$ cat src/rtl/wbg_pkg.sv
package wbg_pkg;
  localparam logic [2:0] REG_CTRL    = 3'd0;
  localparam logic [2:0] REG_PKTLEN  = 3'd1;
  localparam logic [2:0] REG_SYNCBLK = 3'd2;
  localparam logic [2:0] REG_GAP     = 3'd3;
  localparam logic [2:0] REG_LO      = 3'd4;
  localparam logic [2:0] REG_HI      = 3'd5;
  localparam logic [2:0] REG_SEQ     = 3'd6;

  typedef struct packed {
    logic emit;
    logic sop;
    logic eop;
    logic sync;
  } wbg_strobe_t;
endpackage

$ cat src/rtl/wbg_regs.sv
module wbg_regs #(
  parameter int ADDR_W = 8,
  parameter int REG_W  = 16
) (
  input  logic              clk,
  input  logic              rst_n,
  input  logic              regWrEn,
  input  logic [2:0]        regAddr,
  input  logic [REG_W-1:0]  regWrData,
  output logic              enable,
  output logic [REG_W-1:0]  pktLen,
  output logic [REG_W-1:0]  syncBlocks,
  output logic [REG_W-1:0]  gapLen,
  output logic [ADDR_W-1:0] ramLo,
  output logic [ADDR_W-1:0] ramHi,
  output logic [REG_W-1:0]  seqInit
);
  import wbg_pkg::*;

  always_ff @(posedge clk or negedge rst_n) begin
    if (!rst_n) begin
      enable     <= 1'b0;
      pktLen     <= REG_W'(1);
      syncBlocks <= REG_W'(1);
      gapLen     <= '0;
      ramLo      <= '0;
      ramHi      <= '1;
      seqInit    <= '0;
    end else if (regWrEn) begin
      case (regAddr)
        REG_CTRL:    enable     <= regWrData[0];
        REG_PKTLEN:  pktLen     <= regWrData;
        REG_SYNCBLK: syncBlocks <= regWrData;
        REG_GAP:     gapLen     <= regWrData;
        REG_LO:      ramLo      <= regWrData[ADDR_W-1:0];
        REG_HI:      ramHi      <= regWrData[ADDR_W-1:0];
        REG_SEQ:     seqInit    <= regWrData;
        default: ;
      endcase
    end
  end
endmodule

$ cat src/rtl/wbg_ctrl.sv
module wbg_ctrl #(
  parameter int ADDR_W = 8,
  parameter int REG_W  = 16
) (
  input  logic               clk,
  input  logic               rst_n,
  input  logic               enable,
  input  logic [REG_W-1:0]   pktLen,
  input  logic [REG_W-1:0]   syncBlocks,
  input  logic [REG_W-1:0]   gapLen,
  input  logic [ADDR_W-1:0]  ramLo,
  input  logic [ADDR_W-1:0]  ramHi,
  input  logic [REG_W-1:0]   seqInit,
  output wbg_pkg::wbg_strobe_t strb,
  output logic [ADDR_W-1:0]  rdAddr,
  output logic [REG_W-1:0]   seqNum
);
  logic              running, inGap;
  logic [REG_W-1:0]  lenAct, gapAct, sampCnt, gapCnt, blkCnt;
  logic [ADDR_W-1:0] loAct, hiAct;
  logic [REG_W:0]    sampNext, gapNext, blkNext;
  logic              lastSamp, gapDone, groupDone;

  assign sampNext  = {1'b0, sampCnt} + 1'b1;
  assign gapNext   = {1'b0, gapCnt} + 1'b1;
  assign blkNext   = {1'b0, blkCnt} + 1'b1;
  assign lastSamp  = sampNext >= {1'b0, lenAct};
  assign gapDone   = gapNext >= {1'b0, gapAct};
  assign groupDone = blkNext >= {1'b0, syncBlocks};

  always_comb begin
    strb.emit = running && !inGap;
    strb.sop  = strb.emit && (sampCnt == '0);
    strb.eop  = strb.emit && lastSamp;
    strb.sync = strb.sop && (blkCnt == '0);
  end

  always_ff @(posedge clk or negedge rst_n) begin
    if (!rst_n) begin
      running <= 1'b0;
      inGap   <= 1'b0;
      lenAct  <= '0;
      gapAct  <= '0;
      loAct   <= '0;
      hiAct   <= '0;
      sampCnt <= '0;
      gapCnt  <= '0;
      blkCnt  <= '0;
      rdAddr  <= '0;
      seqNum  <= '0;
    end else if (!running) begin
      if (enable) begin
        running <= 1'b1;
        inGap   <= 1'b0;
        lenAct  <= pktLen;
        gapAct  <= gapLen;
        loAct   <= ramLo;
        hiAct   <= ramHi;
        rdAddr  <= ramLo;
        seqNum  <= seqInit;
        sampCnt <= '0;
        blkCnt  <= '0;
      end
    end else if (inGap) begin
      if (!enable) begin
        running <= 1'b0;
        inGap   <= 1'b0;
      end else if (gapDone) begin
        inGap  <= 1'b0;
        gapCnt <= '0;
      end else begin
        gapCnt <= gapNext[REG_W-1:0];
      end
    end else begin
      rdAddr <= (rdAddr == hiAct) ? loAct : rdAddr + 1'b1;
      if (lastSamp) begin
        sampCnt <= '0;
        seqNum  <= seqNum + 1'b1;
        blkCnt  <= groupDone ? '0 : blkNext[REG_W-1:0];
        if (!enable) begin
          running <= 1'b0;
        end else if (gapAct != '0) begin
          inGap  <= 1'b1;
          gapCnt <= '0;
        end
      end else begin
        sampCnt <= sampNext[REG_W-1:0];
      end
    end
  end
endmodule

$ cat src/rtl/wbg_datapath.sv
module wbg_datapath #(
  parameter int SAMPLE_W = 8,
  parameter int ADDR_W   = 8,
  parameter int REG_W    = 16
) (
  input  logic                  clk,
  input  logic                  rst_n,
  input  logic                  ramWrEn,
  input  logic [ADDR_W-1:0]     ramWrAddr,
  input  logic [2*SAMPLE_W-1:0] ramWrData,
  input  wbg_pkg::wbg_strobe_t  strb,
  input  logic [ADDR_W-1:0]     rdAddr,
  input  logic [REG_W-1:0]      seqNum,
  output logic                  outValid,
  output logic [2*SAMPLE_W-1:0] outData,
  output logic                  outSop,
  output logic                  outEop,
  output logic                  outSync,
  output logic [REG_W-1:0]      outSeq
);
  localparam int DEPTH  = 1 << ADDR_W;
  localparam int WORD_W = 2 * SAMPLE_W;

  logic [WORD_W-1:0] waveMem [DEPTH];

  always_ff @(posedge clk) begin
    if (ramWrEn) waveMem[ramWrAddr] <= ramWrData;
  end

  always_ff @(posedge clk or negedge rst_n) begin
    if (!rst_n) begin
      outValid <= 1'b0;
      outSop   <= 1'b0;
      outEop   <= 1'b0;
      outSync  <= 1'b0;
      outData  <= '0;
      outSeq   <= '0;
    end else begin
      outValid <= strb.emit;
      outSop   <= strb.sop;
      outEop   <= strb.eop;
      outSync  <= strb.sync;
      outData  <= strb.emit ? waveMem[rdAddr] : '0;
      if (strb.emit) outSeq <= seqNum;
    end
  end
endmodule

$ cat src/rtl/wave_block_gen.sv
module wave_block_gen #(
  parameter int SAMPLE_W = 8,
  parameter int ADDR_W   = 8,
  parameter int REG_W    = 16
) (
  input  logic                  clk,
  input  logic                  rst_n,
  input  logic                  regWrEn,
  input  logic [2:0]            regAddr,
  input  logic [REG_W-1:0]      regWrData,
  input  logic                  ramWrEn,
  input  logic [ADDR_W-1:0]     ramWrAddr,
  input  logic [2*SAMPLE_W-1:0] ramWrData,
  output logic                  outValid,
  output logic [2*SAMPLE_W-1:0] outData,
  output logic                  outSop,
  output logic                  outEop,
  output logic                  outSync,
  output logic [REG_W-1:0]      outSeq
);
  logic              enable;
  logic [REG_W-1:0]  pktLen, syncBlocks, gapLen, seqInit, seqNum;
  logic [ADDR_W-1:0] ramLo, ramHi, rdAddr;
  wbg_pkg::wbg_strobe_t strb;

  wbg_regs #(.ADDR_W(ADDR_W), .REG_W(REG_W)) u_regs (
    .clk(clk), .rst_n(rst_n), .regWrEn(regWrEn), .regAddr(regAddr),
    .regWrData(regWrData), .enable(enable), .pktLen(pktLen),
    .syncBlocks(syncBlocks), .gapLen(gapLen), .ramLo(ramLo),
    .ramHi(ramHi), .seqInit(seqInit)
  );

  wbg_ctrl #(.ADDR_W(ADDR_W), .REG_W(REG_W)) u_ctrl (
    .clk(clk), .rst_n(rst_n), .enable(enable), .pktLen(pktLen),
    .syncBlocks(syncBlocks), .gapLen(gapLen), .ramLo(ramLo),
    .ramHi(ramHi), .seqInit(seqInit), .strb(strb), .rdAddr(rdAddr),
    .seqNum(seqNum)
  );

  wbg_datapath #(.SAMPLE_W(SAMPLE_W), .ADDR_W(ADDR_W), .REG_W(REG_W)) u_dp (
    .clk(clk), .rst_n(rst_n), .ramWrEn(ramWrEn), .ramWrAddr(ramWrAddr),
    .ramWrData(ramWrData), .strb(strb), .rdAddr(rdAddr), .seqNum(seqNum),
    .outValid(outValid), .outData(outData), .outSop(outSop),
    .outEop(outEop), .outSync(outSync), .outSeq(outSeq)
  );
endmodule

$ cat config.mk
export PLATFORM = sky130hd
export DESIGN_NAME = wave_block_gen
export DESIGN_NICKNAME = d
export VERILOG_FILES = /design/src/rtl/wbg_pkg.sv /design/src/rtl/wbg_regs.sv /design/src/rtl/wbg_ctrl.sv /design/src/rtl/wbg_datapath.sv /design/src/rtl/wave_block_gen.sv
export SDC_FILE = /design/constraint.sdc
export NUM_CORES = 2
export LEC_CHECK = 0
export BUFFER_PORTS_ARGS = -buffer_cell sky130_fd_sc_hd__buf_2
export CORE_ASPECT_RATIO = 1.1
export CORE_MARGIN = 2
export CORE_UTILIZATION = 50
export CTS_BUF_LIST = sky130_fd_sc_hd__clkbuf_8
export DETAILED_ROUTE_END_ITERATION = 8
export PLACE_DENSITY_LB_ADDON = 0.3
export SETUP_SLACK_MARGIN = 0.15
export SLEW_MARGIN = 30
export SYNTH_ARGS = -nofsm -noshare
export SYNTH_HDL_FRONTEND = slang
export SYNTH_SLANG_ARGS = --single-unit
$ cat constraint.sdc
create_clock -name clk -period 9.1 [get_ports clk]
set_clock_uncertainty 0.15 [all_clocks]
set_input_delay 0.91 -clock clk [delete_from_list [all_inputs] [get_ports clk]]
set_output_delay 0.91 -clock clk [all_outputs]
set_load 0.01 [all_outputs]
==> results.json <==
{
  "synth_fp_nets": 8176,
  "io-pin-count": 83,
  "antenna_found_initial": 37,
  "max_cap_violations": 0,
  "cts.clk_slew.worst_paths_ps": 60,
  "period_share": 0.591,
  "ys_warn_count": 0,
  "port_buffers": 82,
  "die-height_um": 613,
  "final-hold-violation-count": 0,
  "layout.nets": 8885,
  "ys_types": 78,
  "grt.overflow.total": 0,
  "cts_buffer_depth": 4,
  "criticalPathCategory": "register to register",
  "worst_path_max_delay_cell": "a2111oi_1",
  "timing.fmax_mhz": 186,
  "crit_top_cell": "buf_4",
  "power-per-cell-area_mw_per_mm2": 287,
  "max_stage_delay_ps": 870,
  "wire_per_inst_um": 34.2,
  "swShare": 0.337,
  "die_w_um": 558,
  "synth_edf_count": 4096,
  "drtPass1Iterations": 6,
  "viasPerCell": 6.43,
  "drc_errors": 0,
  "routed_wl_um": 473000,
  "setup_viol": 0,
  "grt_pass1_wl_um": 662000,
  "layout_min_cycle_time_ps": 5380,
  "tightest_slew_ps": 1180,
  "synthCells": 8074,
  "start_util": 0.503,
  "p_comb_frac": 0.298,
  "area_growth_pct": 12.1,
  "arrival_ps": 6320,
  "cts-htree-levels": 6,
  "clkPwrFrac": 0.282,
  "ys_seq_area_frac": 0.765,
  "die_area_mm2": 0.342,
  "cts_resized": 0,
  "peakVddDrop_v": 0.000251,
  "report.final.slew_viol_count": 0,
  "synth_seq_cells": 4335,
  "track_usage": 0.275,
  "placed_area_mm2": 0.176,
  "endpoint_kind": "register",
  "crit_required_ps": 10040,
  "utilization": 0.563,
  "ant_nets": 0,
  "power_frac_seq": 0.420,
  "path_cells": "buf_4 -> buf_4 -> buf_4 -> mux4_2 -> nor2_1 -> a211oi_1 -> a2111oi_1 -> or4_1 -> o31ai_1",
  "power.internal_w": 0.0360,
  "p_sw_w": 0.0182,
  "routabilityCongestion": 0.893,
  "setup-tns-final_ps": 0,
  "maxSlewHeadroom": 0.208,
  "critPathLaunchType": "register",
  "rows": 223,
  "power.leakage_nw": 61.9,
  "async_reset_ff_frac": 0.0551,
  "initialDrtViolationCount": 12800,
  "cts.sinks": 4335,
  "cp_max_fo": 38,
  "critPathTopFamily": "buffers and inverters",
  "dp_hpwl_um": 278000,
  "clock_latency_ps": 1260,
  "rsz0062_at_grt": "false",
  "core_mm2": 0.336,
  "cts_root_buf": "clkbuf_8",
  "yosys_most_used_dff": "edfxtp_1",
  "final_area_mm2": 0.189,
  "drive_gt1_frac": 0.268,
  "cts_tree": "yes",
  "vias": 89000,
  "worst-path-buf-inv": 3,
  "synth.avg_cell_area_um2": 20.9,
  "numCtsBuffers": 664,
  "grt_max_degree": 126,
  "synth_area_mm2": 0.169,
  "hold_path.class": "input pin to register",
  "first_global_vias": 88100,
  "status": "completed"
}
## worst paths after layout
path | startpoint | to | slack [ps] | cells past startpoint
setup / recovery | u_ctrl.rdAddr[2]$_DFFE_PN0P_ | u_dp.outData[14]$_DFF_PN0_ | 3720 | 9
hold / removal | ramWrData[1] | u_dp.waveMem[249][1]$_DFFE_PP_ | 40 | 1
setup reg to reg | u_ctrl.rdAddr[2]$_DFFE_PN0P_ | u_dp.outData[14]$_DFF_PN0_ | 3720 | 9
hold reg to reg | u_regs.gapLen[0]$_DFFE_PN0P_ | u_ctrl.gapAct[0]$_DFFE_PN0P_ | 250 | 2
max in group asynchronous | rst_n | u_ctrl.rdAddr[4]$_DFFE_PN0P_ | 7460 | 3
min in group asynchronous | rst_n | u_ctrl.blkCnt[8]$_DFFE_PN0P_ | 80 | 2
## registers in the layout, indices dropped and copies added (netlist names), 16 cells and up
name and flops:
u_regs.seqInit 16, u_ctrl.gapAct 16, u_dp.outData 16, u_regs.pktLen 16, u_ctrl.gapCnt 16, u_dp.outSeq 16
u_ctrl.seqNum 16, u_regs.syncBlocks 16, u_regs.gapLen 16, u_dp.waveMem 4096, u_ctrl.lenAct 16, u_ctrl.sampCnt 16
u_ctrl.blkCnt 16
## stage by stage
stage | total power, W | setup WS, ps | hold WS, ps | std cells
after floorplan | 0.0329 | 5790 | 283 | 8074
after global placement | 0.0389 | 3410 | 296 | 12600
after detailed placement | 0.0391 | 3750 | 296 | 12600
after CTS | 0.0542 | 3750 | 2.22 | 13800
after global routing | 0.0557 | 3850 | 23.7 | 13800
final | 0.0542 | 3720 | 44.7 | 13800
## logic make-up (layout without fill, tap and decap cells)
family	count (synthesis)	after routing	synth area share
simple gates	932	932	0.0244
buf+inv	533	1773	0.0169
other cells	0	33	0
flops	4335	4335	0.765
compound gates	798	798	0.0326
xor+xnor	55	55	0.00286
mux	1366	1366	0.155
fa+ha+maj	55	55	0.00408
## power by group through the flow
| stage | combinational (W) | clock [W] | sequential [W] |
|---|---|---|---|
| global route | 0.0167 | 0.0163 | 0.0228 |
| finish | 0.0162 | 0.0153 | 0.0227 |
| global placement | 0.0158 | 0 | 0.0231 |
| detailed placement | 0.0159 | 0 | 0.0231 |
| CTS | 0.0160 | 0.0155 | 0.0227 |
| floorplan | 0.0101 | 0 | 0.0228 |
## layer usage
metal / track usage / share of wire / routed length (um)
met5: 0 / 0.00036 / 170
met4: 0.127 / 0.051 / 24000
met2: 0.429 / 0.47 / 223000
met3: 0.0658 / 0.11 / 53200
met1: 0.369 / 0.37 / 173000
## synthesized netlist by cell type, drive strengths merged, types with 9 or more instances
master / count / area share
o211ai: 23 / 0.0010
nand4: 25 / 0.00093
mux4: 983 / 0.13
buf: 260 / 0.011
xnor2: 30 / 0.0016
o32ai: 11 / 0.00057
a2111oi: 12 / 0.00062
or4: 12 / 0.00053
o221ai: 32 / 0.0017
o22ai: 101 / 0.0037
a311oi: 9 / 0.00047
a31oi: 9 / 0.00033
clkbuf: 197 / 0.0044
a22oi: 100 / 0.0044
and3: 18 / 0.00067
a211oi: 33 / 0.0015
dfrtp: 229 / 0.034
nor3: 31 / 0.00095
ha: 55 / 0.0041
a221oi: 58 / 0.0030
nor4: 23 / 0.00085
nor2: 332 / 0.0074
a22o: 59 / 0.0031
a21o: 10 / 0.00044
a21oi: 134 / 0.0040
nand2b: 12 / 0.00044
o21ai: 136 / 0.0040
xor2: 25 / 0.0013
mux2: 72 / 0.0048
inv: 74 / 0.0016
edfxtp: 4096 / 0.73
mux2i: 311 / 0.018
nand2: 332 / 0.0074
o31ai: 18 / 0.00080
nand3: 78 / 0.0023
dfstp: 10 / 0.0016
nor2b: 22 / 0.00082
## worst register-to-register path, cell delays in order (launching register included)
cell       delay, ps
dfrtp_4          570
buf_4            610
buf_4            770
buf_4            770
mux4_2           610
nor2_1           260
a211oi_1         110
a2111oi_1        870
or4_1            400
o31ai_1          120
## cell type report
class / count / area [um2]
Antenna cell: 33 / 82.6
Clock buffer: 691 / 9510
Clock inverter: 506 / 2950
Fill cell: 24600 / 147000
Inverter: 76 / 293
Multi-Input combinational cell: 3206 / 37500
Sequential cell: 4335 / 129000
Tap cell: 4500 / 5630
Timing Repair Buffer: 500 / 4120
## placed cells by master (no fill, tap or decap), drive strengths merged, types with 55 or more instances in the layout
cell / synthesis / routed
a21oi: 134 / 134
buf: 260 / 471
edfxtp: 4096 / 4096
a221oi: 58 / 58
nor2: 332 / 332
a22oi: 100 / 100
nand2: 332 / 332
dfrtp: 229 / 229
o22ai: 101 / 101
mux2i: 311 / 311
mux4: 983 / 983
clkinv: 2 / 207
a22o: 59 / 59
mux2: 72 / 72
inv: 74 / 356
o21ai: 136 / 136
ha: 55 / 55
nand3: 78 / 78
clkbuf: 197 / 694
## timing repair
item,4_1_cts,5_1_grt
endpoints found under the setup margin,0,0
endpoints found under the hold margin,473,0
setup buffers,0,0
hold buffers,26,0
Note: power is estimated with default switching activity, not from simulation.
